==> src/rtl/slotptr_pkg.sv <==
package slotptr_pkg;

  // Which half of a lane's table window is currently active.
  typedef enum logic {
    HALF_A = 1'b0,
    HALF_B = 1'b1
  } half_e;

  // Layout code that selects the two-half (64-entry) window.
  localparam logic [1:0] LAYOUT_SPLIT = 2'b00;

  // Number of independent lanes and pointer fields per lane.
  localparam int LANES          = 2;
  localparam int HALVES         = 2;
  localparam int LANE_TX        = 0;
  localparam int LANE_RX        = 1;
  localparam int RSVD_BITS      = 2;

endpackage

==> src/rtl/slotptr_lane.sv <==
module slotptr_lane
  import slotptr_pkg::*;
#(
  parameter int PTR_W = 5
) (
  input  logic             clk,
  input  logic             rst_n,
  input  logic             enable,
  input  logic             split,
  input  logic             done,
  input  logic             last,
  output logic [PTR_W-1:0] a_ptr,
  output logic             a_vld,
  output logic [PTR_W-1:0] b_ptr,
  output logic             b_vld
);

  localparam logic [PTR_W-1:0] PTR_TOP = '1;

  logic             run_q;
  half_e            half_q;
  logic [PTR_W-1:0] ptr_q;

  // Arithmetic kept in functions so the rules read as stated.
  function automatic logic at_top(input logic [PTR_W-1:0] p);
    return p == PTR_TOP;
  endfunction

  function automatic logic [PTR_W-1:0] bump(input logic [PTR_W-1:0] p);
    return p + 1'b1;
  endfunction

  // Named lane events.
  logic ev_step;   // an entry finished while running
  logic ev_cross;  // low half exhausted, move to high half
  logic ev_wrap;   // last flag or end of window: back to low 0
  logic ev_fold;   // layout left split mode while in the high half

  assign ev_step  = run_q && enable && done;
  assign ev_cross = ev_step && !last && at_top(ptr_q) && split && (half_q == HALF_A);
  assign ev_wrap  = ev_step && (last || (at_top(ptr_q) && !(split && (half_q == HALF_A))));
  assign ev_fold  = run_q && enable && !split && (half_q == HALF_B);

  always_ff @(posedge clk or negedge rst_n) begin
    if (!rst_n) begin
      run_q  <= 1'b0;
      half_q <= HALF_A;
      ptr_q  <= '0;
    end else if (!enable) begin
      run_q  <= 1'b0;
      half_q <= HALF_A;
      ptr_q  <= '0;
    end else if (!run_q) begin
      run_q  <= 1'b1;
      half_q <= HALF_A;
      ptr_q  <= '0;
    end else if (ev_fold || ev_wrap) begin
      half_q <= HALF_A;
      ptr_q  <= '0;
    end else if (ev_cross) begin
      half_q <= HALF_B;
      ptr_q  <= '0;
    end else if (ev_step) begin
      ptr_q  <= bump(ptr_q);
    end
  end

  assign a_vld = run_q && (half_q == HALF_A);
  assign b_vld = run_q && (half_q == HALF_B);
  assign a_ptr = a_vld ? ptr_q : '0;
  assign b_ptr = b_vld ? ptr_q : '0;

  // ---------------- assertions ----------------
  p_quiet_r1: assert property (@(posedge clk) disable iff (!rst_n)
    !enable |=> (!a_vld && !b_vld && a_ptr == '0 && b_ptr == '0));

  p_start_r2: assert property (@(posedge clk) disable iff (!rst_n)
    $rose(enable) |=> (a_vld && !b_vld && a_ptr == '0));

  p_hold_r2: assert property (@(posedge clk) disable iff (!rst_n)
    (enable && !done && (a_vld || b_vld) && (split || !b_vld))
      |=> $stable({a_vld, a_ptr, b_vld, b_ptr}));

  p_step_r3: assert property (@(posedge clk) disable iff (!rst_n)
    (enable && done && !last && a_vld && !at_top(a_ptr))
      |=> (a_vld && a_ptr == bump($past(a_ptr))));

  p_wrap_r4: assert property (@(posedge clk) disable iff (!rst_n)
    (enable && done && last && (a_vld || b_vld))
      |=> (a_vld && !b_vld && a_ptr == '0));

  p_cross_r5: assert property (@(posedge clk) disable iff (!rst_n)
    (enable && split && done && !last && a_vld && at_top(a_ptr))
      |=> (b_vld && !a_vld && b_ptr == '0 && a_ptr == '0));

  p_bstep_r6: assert property (@(posedge clk) disable iff (!rst_n)
    (enable && split && done && !last && b_vld && !at_top(b_ptr))
      |=> (b_vld && a_ptr == '0 && b_ptr == bump($past(b_ptr))));

  p_bend_r6: assert property (@(posedge clk) disable iff (!rst_n)
    (enable && split && done && !last && b_vld && at_top(b_ptr))
      |=> (a_vld && !b_vld && a_ptr == '0));

  p_single_r7: assert property (@(posedge clk) disable iff (!rst_n)
    !split |=> (!b_vld && b_ptr == '0));

  p_singlewrap_r7: assert property (@(posedge clk) disable iff (!rst_n)
    (enable && !split && done && !last && a_vld && at_top(a_ptr))
      |=> (a_vld && a_ptr == '0));

endmodule

==> src/rtl/slotptr_pack.sv <==
module slotptr_pack
  import slotptr_pkg::*;
#(
  parameter int PTR_W   = 5,
  parameter int FIELDS  = 4,
  parameter int FIELD_W = PTR_W + 1 + RSVD_BITS
) (
  input  logic [FIELDS-1:0][PTR_W-1:0] ptr_f,
  input  logic [FIELDS-1:0]            vld_f,
  output logic [FIELDS*FIELD_W-1:0]    word
);

  localparam int PAD_W = FIELD_W - PTR_W - 1;

  for (genvar i = 0; i < FIELDS; i++) begin : g_field
    assign word[i*FIELD_W +: FIELD_W] = {{PAD_W{1'b0}}, vld_f[i], ptr_f[i]};
  end

endmodule

==> src/rtl/slotptr_tracker.sv <==
module slotptr_tracker
  import slotptr_pkg::*;
#(
  parameter int PTR_W = 5
) (
  input  logic                                         clk,
  input  logic                                         rst_n,
  input  logic                                         enable,
  input  logic [1:0]                                   layout_mode,
  input  logic                                         rx_done,
  input  logic                                         rx_last,
  input  logic                                         tx_done,
  input  logic                                         tx_last,
  output logic [LANES*HALVES*(PTR_W+1+RSVD_BITS)-1:0]  status
);

  localparam int FIELD_W = PTR_W + 1 + RSVD_BITS;
  localparam int FIELDS  = LANES * HALVES;

  logic                            split;
  logic [LANES-1:0]                done_v;
  logic [LANES-1:0]                last_v;
  logic [FIELDS-1:0][PTR_W-1:0]    ptr_f;
  logic [FIELDS-1:0]               vld_f;

  assign split           = (layout_mode == LAYOUT_SPLIT);
  assign done_v[LANE_TX] = tx_done;
  assign done_v[LANE_RX] = rx_done;
  assign last_v[LANE_TX] = tx_last;
  assign last_v[LANE_RX] = rx_last;

  for (genvar d = 0; d < LANES; d++) begin : g_lane
    slotptr_lane #(.PTR_W(PTR_W)) u_lane (
      .clk    (clk),
      .rst_n  (rst_n),
      .enable (enable),
      .split  (split),
      .done   (done_v[d]),
      .last   (last_v[d]),
      .a_ptr  (ptr_f[HALVES*d]),
      .a_vld  (vld_f[HALVES*d]),
      .b_ptr  (ptr_f[HALVES*d+1]),
      .b_vld  (vld_f[HALVES*d+1])
    );
  end

  slotptr_pack #(.PTR_W(PTR_W), .FIELDS(FIELDS), .FIELD_W(FIELD_W)) u_pack (
    .ptr_f (ptr_f),
    .vld_f (vld_f),
    .word  (status)
  );

  // a lane whose strobe is idle keeps its fields while the other steps.
  p_indep_r9: assert property (@(posedge clk) disable iff (!rst_n)
    (enable && !tx_done && rx_done && (vld_f[0] || vld_f[1]) && (split || !vld_f[1]))
      |=> $stable(status[HALVES*FIELD_W-1:0]));

endmodule

==> config.mk <==
export PLATFORM = sky130hd
export DESIGN_NAME = slotptr_tracker
export DESIGN_NICKNAME = d
export VERILOG_FILES = /design/src/rtl/slotptr_pkg.sv /design/src/rtl/slotptr_lane.sv /design/src/rtl/slotptr_pack.sv /design/src/rtl/slotptr_tracker.sv
export SDC_FILE = /design/constraint.sdc
export NUM_CORES = 1
export LEC_CHECK = 0
export ABC_AREA = 0
export BUFFER_PORTS_ARGS = -buffer_cell sky130_fd_sc_hd__buf_4
export CAP_MARGIN = 20
export CORE_UTILIZATION = 40
export CTS_CLUSTER_SIZE = 12
export DETAILED_ROUTE_END_ITERATION = 10
export GPL_ROUTABILITY_DRIVEN = 0
export MAX_ROUTING_LAYER = met4
export PLACE_DENSITY = 0.69
export SLEW_MARGIN = 20
export SYNTH_ARGS = -nofsm -noshare
export SYNTH_HDL_FRONTEND = slang
export SYNTH_HIERARCHICAL = 1
export SYNTH_SLANG_ARGS = --single-unit
==> constraint.sdc <==
create_clock -name clk -period 1.7 [get_ports clk]
set_input_delay 0.17 -clock clk [delete_from_list [all_inputs] [get_ports clk]]
set_output_delay 0.17 -clock clk [all_outputs]
set_load 0.05 [all_outputs]
# After elaboration in Yosys (flattened, before gate mapping)
# Index checks and enable logic that the tools add are counted.
word_totals:
  reg_bits: 13
  input_bits: 9
  out_inout_bits: 32
  word_cells: 72
classes:
  n_addsub: 2
  n_eq_ne: 6
  mux: 23
  bitwise_logic: 2
  reduce_logical: 34
op_table:
  columns: ["operator", "n"]
  rows:
  - ["2-to-1 mux 5 bit", 14]
  - ["logical AND 1 bit", 24]
  - ["adder 5 x 1 -> 5 bit (second input constant)", 2]
  - ["equality test 5 bit (second input constant)", 2]
  - ["inequality test 5 bit (second input constant)", 2]
  - ["2-to-1 mux 1 bit", 9]
  - ["inequality test 4 bit (second input constant)", 2]
  - ["zero test 1 bit", 5]
  - ["logical OR 1 bit", 4]
  - ["zero test 2 bit", 1]
  - ["inverter 1 bit", 2]

# Logic depth before layout (Yosys ltp)
logic_depth:
  depth_word: 10
  depth_mapped: 6
  mapped_depth_nobuf: 6

# Cells and area by module
# The synthesis kept the hierarchy.
modules_own_cells:
  columns: ["mod", "instances", "cells_per_inst", "area_each_um2", "seq_area_each_um2"]
  rows:
  - ["slotptr_lane (g_lane[1].u_lane)", 1, 54, 488.0, 175.2]
  - ["slotptr_lane (g_lane[0].u_lane)", 1, 49, 427.9, 175.2]
  - ["slotptr_pack", 1, 33, 244.0, 0.0]
  - ["slotptr_tracker", 1, 1, 3.8, 0.0]

# Worst setup path before layout
# OpenSTA, ideal clock, no wires.
synth_path:
  path_kind: "reg-to-reg"
  startpoint: "register g_lane[0].u_lane.ptr_q[0]"
  endpoint: "register g_lane[0].u_lane.ptr_q[3]"
  setup_time_ns: 0.083
  arrival_ns: 1.733
  required_time_ns: 1.617
  path_slack_ns: -0.116
  path_stages_with_launch: 7
  path_buffers: 0
  synth_period_minus_slack_ns: 1.816
  path_cell_list: "dfrtp_1 > ha_1 > and3_1 > ha_1 > nor2_2 > or4b_1 > a31oi_1"
synth_between:
  elab_chain_cells: 8
  elab_cells_between_ends: 15
  cone_classes: "add/sub (1); eq/ne (2); mux (5); reduce/logical (7)"
synth_lines:
  columns: ["element", "line", "rtl"]
  rows:
  - ["start, declared", "slotptr_lane.sv:22", "logic [PTR_W-1:0] ptr_q;"]
  - ["start signal, assigned", "slotptr_lane.sv:64", "ptr_q <= bump(ptr_q);"]
  - ["branches (longest 8 deep; another with adder 5 x 1 -> 5 bit)", null, null]
# Several ways; the timed one is not identified. The select of a mux whose other input is x is not followed.
# A chain may end at the register's enable or synchronous reset.

# Worst setup path after layout
# Ends and elaborated chain as after synthesis.

==> impl_results.md <==
* Predominant post-synthesis flop cell: dfrtp_1
* CP max stage delay at 0.45 ns
* Top post-synthesis cells by area: dfrtp_1, buf_4, and2_1, ha_1, nand2_1
* Sequential cell area fraction in the yosys report at 30.11%
* Clock latency at the later pin of the worst-skew pair at 0.28 ns
* Status: complete, no violations
* Max Root-Sink Buffers at 2
* Post-synth ARST share at 100.0%
* HP Class: input pin to register
* Synth area leader: dfrtp_1
* CTS sink cnt at 14
* Synth Instances at 137
* Setup tns final at 0 ns
* Antenna-violating nets left at 0
* Synth-to-Final Area Change at 19.79%
* CP arrival at 1.88 ns
* Initial antenna violation count at 0
* HPWL Detailed at 1.713 mm
* CTS tree: built
* Critical Path RT at 1.91 ns
* Netlist Area Pre-Place at 0.001164 sq mm
* Pin count of the biggest net entering global routing at 15
* Util after Layout at 50.54%
* Ys Warns at 6
* Core area at 0.002758 sq mm
* Share of layout cells above drive strength 1 at 44.03%
* Final worst setup slack at 0.02926 ns
* Global-route wire length before repair at 3.636 mm
* Input/output buffers at 32
* Leak at 0.6918 nW
* Drt first pass iters at 4
* Io pins at 41
* Critical Path Sink Type: register
* Most common cell in the netlist: buf_4
* Placed cells at 182
* # rows at 19
* Buf/Inv on CP at 0
* EDFF count, synth at 0
* Max Transition Viols Final at 0
* WL per Instance at 12.30 um
* Post-Layout Cell Count at 190
* Final instance area at 0.001394 sq mm
* Iter 0 DRT Violations at 23
* Clock skew at 0.006672 ns
* Fin crit period at 1.671 ns
* Unrepaired setup endpoints after global routing: true
* Peak supply drop at 268.2 uV
* Cell variety after synth at 33
* Clock slew at reported path FFs at 0.10 ns
* MaxCap Viol Count at 0
* Via Count at 983
* DRC at 0
* Top delay family on crit path: simple AND/OR/NAND/NOR gates
* Vias in the first global route at 819
* Syn avg cell area at 8.494 sq um
* Worst setup SP type: register
* Die Span Y at 55.94 um
* Fin crit share at 98.28%
* Placed cell areas at 0.001306 sq mm
* H-tree depth at 1
* CP max-delay cell: or4b_4
* GRT Total Usage at 15.23%
* Die Width at 55.94 um
* Post-synth top area share at 30.11%
* Pre-CTS setup slack at 0.03031 ns
* Hold WS at 0.05228 ns
* Num CTS Buffers at 3
* Power Total at 725.1 uW
* Max FO, Critical Path at 3
* P per Cell Area at 520.2 mW/mm^2
* Finish-stage setup viols at 0
* Total gr overflow at 0
* Fmax at 598.5 MHz
* Routed vias/inst at 5.174
* Commonest cells in the netlist: buf_4, dfrtp_1, nand2_1, and2_1
* Flops & latches, synth at 14
* Final nets at 173
* Detailed Route WL at 2.337 mm
* Worst-path cell chain: ha_2, and3_4, ha_4, nor2_4, or4b_4, a31oi_1
* Critical path type: register to register
* Die ar. at 0.003129 sq mm
* Root buffer cell: clkbuf_4
* Initial Util at 42.20%
* Fin. Hold Viols at 0
* Number of inserted diodes at 0
* Filler Cell Count at 252
==> registers in the layout (all words and copies together), names as in the netlist <==
| register | cells |
|---|---|
| g_lane.u_lane/half_q | 2 |
| g_lane.u_lane/ptr_q | 10 |
| g_lane.u_lane/run_q | 2 |
==> cell type report <==
| type | instances | area [sq um] | area share [%] |
|---|---|---|---|
| multi-input cells | 96 | 635.6 | 45.60 |
| flip-flops and latches | 14 | 350.3 | 25.13 |
| repair buffers | 43 | 325.3 | 23.34 |
| well taps | 31 | 38.79 | 2.783 |
| clock buffers | 4 | 36.28 | 2.603 |
| inverters | 2 | 7.507 | 0.5386 |
==> worst paths after layout <==
path                                           start  cells after the start  slack [ns]                   endpoint
setup / recovery           g_lane[0].u_lane/ptr_q[0]                      6        0.03  g_lane[0].u_lane/ptr_q[3]
hold / removal                                enable                      1        0.05     g_lane[1].u_lane/run_q
setup reg to reg           g_lane[0].u_lane/ptr_q[0]                      6        0.03  g_lane[0].u_lane/ptr_q[3]
hold reg to reg            g_lane[1].u_lane/ptr_q[4]                      2        0.56  g_lane[1].u_lane/ptr_q[4]
max in group asynchronous                      rst_n                      2        1.26  g_lane[1].u_lane/ptr_q[3]
min in group asynchronous                      rst_n                      2        0.27  g_lane[0].u_lane/ptr_q[0]
==> per-layer routing <==
metal	vias to the layer above	track usage (%)	part of all wire [%]
met3	6	0.6977	4.8
met5	-	-	0
met1	458	19.44	44
met4	0	8.362	2.0
li1	485	-	-
met2	34	24.44	49
==> cells in the final DEF, fill, tap and decap left out, types with 2 or more instances in the layout <==
cell	count
buf_4	42
nand3b_1	2
nor2_1	4
nand3_1	6
nor2b_1	2
clkbuf_4	3
a21oi_1	7
and3_1	6
o21ai_1	3
nand4_1	4
conb_1	8
and3_4	2
a31oi_1	3
ha_2	3
inv_2	2
nand2_1	12
and3_2	5
and2_1	11
dfrtp_1	14
==> kinds of logic after synthesis <==
kind of cell | count (synthesis) | synth area share, %
and+or+nand+nor | 67 | 35.38
buffers and inverters | 34 | 21.29
AOI/OAI and AO/OA | 17 | 8.602
DFF | 14 | 30.11
adders and majority gates | 4 | 4.301
other | 1 | 0.3223
==> worst register-to-register path, cell delays in order (launching register included) <==
cell     delay (ns)
dfrtp_1        0.39
ha_2           0.20
and3_4         0.15
ha_4           0.16
nor2_4         0.08
or4b_4         0.45
a31oi_1        0.16
==> where the power goes <==
group / switching [mW] / internal (mW) / leakage [nW] / total (mW)
Combinational: 0.0950 / 0.0399 / 0.481 / 0.135
Clock: 0.116 / 0.130 / 0.0210 / 0.247
Sequential: 0.00628 / 0.337 / 0.190 / 0.344
==> what timing repair did <==
action / in CTS / in global routing
gates resized for setup: 0 / 5
setup endpoints to repair: 0 / 11
hold buffers: 1 / 0
endpoints found under the hold margin: 14 / 0
buffers inserted: 0 / 3
Power figures use the tool's default switching activity.
